File: src/rtl/bank_pkg.sv
package bank_pkg;

  typedef enum logic [1:0] {
    OP_NOP = 2'd0,
    OP_ACT = 2'd1,
    OP_PRE = 2'd2,
    OP_RD  = 2'd3
  } bank_op_e;

  typedef enum logic [1:0] {
    K_HIT      = 2'd0,
    K_MISS     = 2'd1,
    K_CONFLICT = 2'd2
  } access_kind_e;

  // Class of a request given the buffer state and a row comparison.
  function automatic access_kind_e classify(input logic is_open, input logic same_row);
    if (!is_open)      return K_MISS;
    else if (same_row) return K_HIT;
    else               return K_CONFLICT;
  endfunction

  // Saturating increment against an all-ones ceiling.
  function automatic logic [31:0] sat_step(input logic [31:0] cur, input logic [31:0] top);
    return (cur >= top) ? top : cur + 32'd1;
  endfunction

endpackage

File: src/rtl/bank_row_tracker.sv
module bank_row_tracker
  import bank_pkg::*;
#(
  parameter int ROW_W = 6
) (
  input  logic             clk,
  input  logic             rst_n,
  input  bank_op_e         op,
  input  logic [ROW_W-1:0] op_row,
  input  logic [ROW_W-1:0] req_row,
  output logic             is_open,
  output logic [ROW_W-1:0] open_row,
  output access_kind_e     kind
);

  always_ff @(posedge clk) begin
    if (!rst_n) begin
      is_open  <= 1'b0;
      open_row <= '0;
    end else begin
      case (op)
        OP_PRE: is_open <= 1'b0;
        OP_ACT: begin
          is_open  <= 1'b1;
          open_row <= op_row;
        end
        default: ;
      endcase
    end
  end

  assign kind = classify(is_open, open_row == req_row);

  // A READ may only target the row held in an active bank.
  assert_rd_on_open_R3: assert property (@(posedge clk) disable iff (!rst_n)
    (op == OP_RD) |-> (is_open && open_row == op_row));

  // An ACTIVATE may only be issued to an empty bank.
  assert_act_on_empty_R4: assert property (@(posedge clk) disable iff (!rst_n)
    (op == OP_ACT) |-> !is_open);

endmodule

File: src/rtl/bank_sequencer.sv
module bank_sequencer
  import bank_pkg::*;
#(
  parameter int T_RP  = 3,
  parameter int T_RCD = 4,
  parameter int T_CAS = 5,
  parameter int ROW_W = 6,
  parameter int COL_W = 7
) (
  input  logic             clk,
  input  logic             rst_n,
  input  logic             close_page,
  input  logic             req_valid,
  input  logic [ROW_W-1:0] req_row,
  input  logic [COL_W-1:0] req_col,
  input  access_kind_e     kind_in,
  output logic             req_ready,
  output bank_op_e         op,
  output logic [ROW_W-1:0] cmd_row,
  output logic [COL_W-1:0] cmd_col,
  output logic             done,
  output access_kind_e     done_kind
);

  localparam int TMAX = (T_RP > T_RCD) ? ((T_RP > T_CAS) ? T_RP : T_CAS)
                                       : ((T_RCD > T_CAS) ? T_RCD : T_CAS);
  localparam int TW = $clog2(TMAX + 1);

  typedef enum logic [2:0] {
    S_IDLE, S_PRE, S_ACT, S_RD, S_DONE, S_APRE
  } seq_state_e;

  seq_state_e       state;
  logic [TW-1:0]    cnt;
  logic [ROW_W-1:0] lat_row;
  logic [COL_W-1:0] lat_col;
  access_kind_e     lat_kind;
  logic             accept;
  logic             phase_end;

  function automatic logic [TW-1:0] phase_len(input seq_state_e s);
    case (s)
      S_PRE, S_APRE: return TW'(T_RP);
      S_ACT:         return TW'(T_RCD);
      S_RD:          return TW'(T_CAS);
      default:       return TW'(1);
    endcase
  endfunction

  function automatic seq_state_e phase_next(input seq_state_e s);
    case (s)
      S_PRE:   return S_ACT;
      S_ACT:   return S_RD;
      S_RD:    return S_DONE;
      default: return S_IDLE;
    endcase
  endfunction

  function automatic seq_state_e entry_state(input access_kind_e k);
    case (k)
      K_HIT:   return S_RD;
      K_MISS:  return S_ACT;
      default: return S_PRE;
    endcase
  endfunction

  assign accept    = req_valid && req_ready;
  assign phase_end = (cnt == phase_len(state) - TW'(1));

  always_ff @(posedge clk) begin
    if (!rst_n) begin
      state    <= S_IDLE;
      cnt      <= '0;
      lat_row  <= '0;
      lat_col  <= '0;
      lat_kind <= K_MISS;
    end else begin
      case (state)
        S_IDLE: if (accept) begin
          state    <= entry_state(kind_in);
          cnt      <= '0;
          lat_row  <= req_row;
          lat_col  <= req_col;
          lat_kind <= kind_in;
        end
        S_DONE: begin
          state <= close_page ? S_APRE : S_IDLE;
          cnt   <= '0;
        end
        default: begin
          if (phase_end) begin
            state <= phase_next(state);
            cnt   <= '0;
          end else begin
            cnt <= cnt + TW'(1);
          end
        end
      endcase
    end
  end

  always_comb begin
    op = OP_NOP;
    if (cnt == '0) begin
      case (state)
        S_PRE, S_APRE: op = OP_PRE;
        S_ACT:         op = OP_ACT;
        S_RD:          op = OP_RD;
        default:       op = OP_NOP;
      endcase
    end
  end

  assign req_ready = (state == S_IDLE);
  assign done      = (state == S_DONE);
  assign done_kind = lat_kind;
  assign cmd_row   = lat_row;
  assign cmd_col   = lat_col;

  assert_done_pulse_R8: assert property (@(posedge clk) disable iff (!rst_n)
    done |=> !done);

  assert_close_pre_R6: assert property (@(posedge clk) disable iff (!rst_n)
    (done && close_page) |=> (op == OP_PRE));

  assert_hit_direct_R2: assert property (@(posedge clk) disable iff (!rst_n)
    (accept && kind_in == K_HIT) |=> (op == OP_RD));

  assert_busy_hold_R7: assert property (@(posedge clk) disable iff (!rst_n)
    (!req_ready) |=> $stable(lat_row));

endmodule

File: src/rtl/kind_counters.sv
module kind_counters
  import bank_pkg::*;
#(
  parameter int CNT_W = 8
) (
  input  logic                  clk,
  input  logic                  rst_n,
  input  logic                  clear,
  input  logic                  done,
  input  access_kind_e          kind,
  output logic [2:0][CNT_W-1:0] cnt
);

  localparam logic [CNT_W-1:0] CMAX = {CNT_W{1'b1}};

  for (genvar g = 0; g < 3; g++) begin : g_cnt
    always_ff @(posedge clk) begin
      if (!rst_n)
        cnt[g] <= '0;
      else if (clear)
        cnt[g] <= '0;
      else if (done && kind == access_kind_e'(g))
        cnt[g] <= CNT_W'(sat_step(32'(cnt[g]), 32'(CMAX)));
    end

    assert_no_overflow_R9: assert property (@(posedge clk) disable iff (!rst_n)
      (!clear && cnt[g] == CMAX) |=> (cnt[g] == CMAX));

    assert_clear_R10: assert property (@(posedge clk) disable iff (!rst_n)
      clear |=> (cnt[g] == '0));
  end

endmodule

File: src/rtl/dram_bank_ctrl.sv
module dram_bank_ctrl
  import bank_pkg::*;
#(
  parameter int ROW_W = 6,
  parameter int COL_W = 7,
  parameter int T_RP  = 3,
  parameter int T_RCD = 4,
  parameter int T_CAS = 5,
  parameter int CNT_W = 8
) (
  input  logic             clk,
  input  logic             rst_n,
  input  logic             close_page,
  input  logic             req_valid,
  output logic             req_ready,
  input  logic [ROW_W-1:0] req_row,
  input  logic [COL_W-1:0] req_col,
  output logic [1:0]       cmd_op,
  output logic [ROW_W-1:0] cmd_row,
  output logic [COL_W-1:0] cmd_col,
  output logic             done,
  output logic [1:0]       done_kind,
  input  logic             cnt_clear,
  output logic [CNT_W-1:0] hit_count,
  output logic [CNT_W-1:0] miss_count,
  output logic [CNT_W-1:0] conflict_count
);

  bank_op_e              op;
  access_kind_e          kind;
  access_kind_e          dkind;
  logic                  is_open;
  logic [ROW_W-1:0]      open_row;
  logic [2:0][CNT_W-1:0] counts;

  bank_row_tracker #(.ROW_W(ROW_W)) u_track (
    .clk(clk), .rst_n(rst_n), .op(op), .op_row(cmd_row), .req_row(req_row),
    .is_open(is_open), .open_row(open_row), .kind(kind)
  );

  bank_sequencer #(.T_RP(T_RP), .T_RCD(T_RCD), .T_CAS(T_CAS),
                   .ROW_W(ROW_W), .COL_W(COL_W)) u_seq (
    .clk(clk), .rst_n(rst_n), .close_page(close_page), .req_valid(req_valid),
    .req_row(req_row), .req_col(req_col), .kind_in(kind), .req_ready(req_ready),
    .op(op), .cmd_row(cmd_row), .cmd_col(cmd_col), .done(done), .done_kind(dkind)
  );

  kind_counters #(.CNT_W(CNT_W)) u_cnt (
    .clk(clk), .rst_n(rst_n), .clear(cnt_clear), .done(done), .kind(dkind),
    .cnt(counts)
  );

  assign cmd_op         = op;
  assign done_kind      = dkind;
  assign hit_count      = counts[0];
  assign miss_count     = counts[1];
  assign conflict_count = counts[2];

  // Close-page operation never leaves a row open once the bank is idle again.
  assert_close_empty_R6: assert property (@(posedge clk) disable iff (!rst_n)
    (req_ready && close_page && $past(close_page) && $past(op) == OP_PRE) |-> !is_open);

endmodule

File: config.mk
export PLATFORM = sky130hd
export DESIGN_NAME = dram_bank_ctrl
export DESIGN_NICKNAME = d
export VERILOG_FILES = /design/src/rtl/bank_pkg.sv /design/src/rtl/bank_row_tracker.sv /design/src/rtl/bank_sequencer.sv /design/src/rtl/kind_counters.sv /design/src/rtl/dram_bank_ctrl.sv
export SDC_FILE = /design/constraint.sdc
export NUM_CORES = 1
export LEC_CHECK = 0
export ABC_AREA = 1
export CAP_MARGIN = 10
export CORE_MARGIN = 2
export CORE_UTILIZATION = 50
export DETAILED_ROUTE_END_ITERATION = 6
export PLACE_DENSITY = 0.89
export SYNTH_ARGS = -nofsm -noshare
export SYNTH_HDL_FRONTEND = slang
export SYNTH_SLANG_ARGS = --single-unit
File: constraint.sdc
create_clock -name clk -period 2 [get_ports clk]
set_clock_uncertainty 0.05 [all_clocks]
set_input_delay 0.2 -clock clk [delete_from_list [all_inputs] [get_ports clk]]
set_output_delay 0.2 -clock clk [all_outputs]
set_load 0.1 [all_outputs]
==> impl_metrics.json <==
{
  "synth.yosys.seq_area_share_pct": 39.92,
  "cts_root_buffer": "clkbuf_8",
  "irDropWorstVdd_uv": 825.3,
  "firstDrtPassIters": 5,
  "clockBufferDepth": 2,
  "tritoncts.num_buffers": 5,
  "clk_latency_ns": 0.30,
  "drive_gt1_share_pct": 20.87,
  "netlist_area_mm2": 0.002608,
  "routed_via_density": 5.261,
  "yosys_warnings": 0,
  "syn-instance-count": 369,
  "pwr-share-comb_pct": 49.8,
  "r2r_start": "u_seq.state[1]",
  "maxCapViolations": 0,
  "leakage_nw": 1.519,
  "htree_levels": 2,
  "start_kind": "flip-flop",
  "cts_sinks": 52,
  "synth-edff-count": 0,
  "reg2reg_to": "u_track.is_open",
  "ys_types": 30,
  "criticalPathCategory": "flip-flop to flip-flop",
  "setup_violations": 0,
  "nets": 460,
  "antenna_found_initial": 0,
  "seqCellArea_mm2": 0.001057,
  "cp.required_ns": 2.19,
  "dp.cells": 497,
  "hold_viol": 0,
  "async_flop_share_pct": 0,
  "power_density_mw_per_mm2": 1243,
  "start_util_pct": 51.38,
  "syn2layout_area_growth_pct": 30.47,
  "switching_power_mw": 1.991,
  "seqPwrFrac_pct": 31.7,
  "status": "complete, no violations",
  "postRouteAntennaNets": 0,
  "critPathArrivalTime_ns": 2.03,
  "stdcell_count": 506,
  "cts_tree": "done",
  "grt_max_degree": 25,
  "reg2regPathDepth": 9,
  "synth_fp_nets": 394,
  "timing.slew.headroom_pct": 62.73,
  "wl_per_cell_um": 12.71,
  "grtUsageTotal_pct": 22.72,
  "routed_wirelength_um": 6431,
  "io_buffers": 60,
  "grt_overflow": 0,
  "die_y_um": 76.22,
  "fmax_ghz": 0.5459,
  "r2r_slack_ns": 0.17,
  "fillCellCount": 474,
  "vias": 2662,
  "end_kind": "flip-flop",
  "min_period_ns": 1.832,
  "drc": 0,
  "pin_count": 61,
  "tightest_slew_ns": 0.5585,
  "gp_congestion": 0.9318,
  "min_period_over_period_pct": 91.59,
  "multiInputGateArea_mm2": 0.001376,
  "cp_max_fo": 10,
  "fin_util_pct": 67.04,
  "clkSlewWorstSetupHoldPaths_ns": 0.09,
  "post-dp-hpwl_um": 4673,
  "hold_class": "flip-flop to flip-flop",
  "diodes": 0,
  "grt_pass1_vias": 2456,
  "min_from": "u_cnt.cnt[8]",
  "min_delay_path_depth": 1,
  "yosys_most_used_dff": "dfxtp_1",
  "switching_share_pct": 47.10,
  "clkPwrFrac_pct": 18.4,
  "die_area_mm2": 0.005809,
  "rows": 26,
  "grt_pass1_wl_um": 10960,
  "die_w_um": 76.22,
  "finalMaxSlewViolations": 0,
  "whs_endpoint": "u_cnt.cnt[8]",
  "p_int_mw": 2.237,
  "dr.first_iter.drc_count": 222,
  "coreArea_mm2": 0.005075,
  "synth_area_per_cell_um2": 7.066,
  "ys_seq_elements": 52
}
-- worst max path at each step --
stage	start	endpoint	slack, ns	depth (start not counted)
after global placement	u_seq.state[2]	u_seq.state[2]	0.14	9
after detailed placement	u_seq.state[2]	u_seq.state[1]	0.10	10
after global routing	u_seq.state[1]	u_seq.state[0]	-0.0006	15
after CTS	u_seq.state[2]	u_seq.state[1]	0.08	10
after floorplan	u_seq.cnt[0]	u_track.open_row[1]	0.002	8
final	u_seq.state[1]	u_track.is_open	0.17	9
-- routing by layer --
metal | global-route usage, % | part of all wire, %
met1 | 29.45 | 44
met2 | 37.96 | 49
met3 | 4.384 | 6.3
met4 | 7.818 | 1.3
met5 | 0 | 0
-- kinds of logic after synthesis --
| family | after synthesis | synth area share (%) |
|---|---|---|
| simple gates | 177 | 31.09 |
| compound gates | 72 | 14.83 |
| buf+inv | 52 | 7.773 |
| flops | 52 | 39.92 |
| xor+xnor | 9 | 3.023 |
| fa+ha+maj | 7 | 3.359 |
-- area by class of cell --
class                   instances  area share [%]
repair buffers                 64           16.84
clock inverters                 1          0.8827
clock buffers                   7           2.832
inverters                      47           5.333
flip-flops and latches         52           31.08
well taps                      70           2.574
multi-input cells             265           40.46
-- through the flow --
stage	cell area (um2)	setup WS, ns	total power, mW	setup TNS (ns)	hold slack (ns)
finish	3402	0.1682	4.228	0	0.4290
CTS	3387	0.07721	4.197	0	0.4240
global route	3402	-0.0005749	4.455	-0.0005749	0.4341
detailed placement	3261	0.1032	3.416	0	0.4140
floorplan	2629	0.002465	2.892	0	0.2809
global placement	3261	0.1421	3.375	0	0.4050
-- Yosys cell counts (2+ instances only) --
cell	n	area (um2)
inv_1	40	150.1
xor2_1	7	61.31
ha_1	7	87.58
nor2_2	2	12.51
nor3_1	5	25.02
clkbuf_1	3	11.26
nor2_4	3	33.78
nand3_1	19	95.09
a21oi_1	24	120.1
inv_2	4	15.01
dfxtp_1	52	1041
nand3_4	2	35.03
nor4_1	3	18.77
nand2_2	2	12.51
xnor2_1	2	17.52
inv_4	2	12.51
buf_2	2	10.01
nand4_1	2	12.51
nor2_1	60	225.2
nand2_1	70	262.8
o21ai_0	37	185.2
a31oi_1	8	50.05
nand3b_1	6	45.04
-- sequential cells by signal, summed over array words and instances, names as in the netlist --
signal / flops
u_seq.cmd_col: 7
u_track.is_open: 1
u_seq.cmd_row: 6
u_track.open_row: 6
u_seq.cnt: 3
u_cnt.cnt: 24
u_seq.done_kind: 2
u_seq.state: 3
-- what timing repair did --
action | 4_1_cts | 5_1_grt
gates resized for setup | 0 | 4
buffers inserted | 0 | 1
hold buffers | 0 | 0
setup endpoints to repair | 0 | 8
-- cell usage in the layout (no fill, tap or decap), types with 13 or more instances in the layout --
cell	n
a21oi_1	24
buf_4	43
clkdlybuf4s50_1	17
dfxtp_1	39
dfxtp_2	13
inv_1	40
nand2_1	69
nand3_1	19
nor2_1	58
o21ai_0	37
-- power by group through the flow --
stage / Clock, mW / Sequential (mW) / Combinational [mW]
global placement: 0 / 1.35 / 2.03
finish: 0.779 / 1.34 / 2.11
detailed placement: 0 / 1.36 / 2.06
global route: 0.835 / 1.36 / 2.26
CTS: 0.791 / 1.34 / 2.07
floorplan: 0 / 1.91 / 0.983
-- worst max-delay path, cell delays in order, from the launching register on --
cell and delay (ns):
dfxtp_2 0.36, inv_2 0.06, nor2_1 0.15, inv_1 0.11
nor2_4 0.15, ha_1 0.23, clkinv_1 0.27, nor2_1 0.20
a21oi_1 0.08, nor2_1 0.11
(Power assumes the default switching activity.)
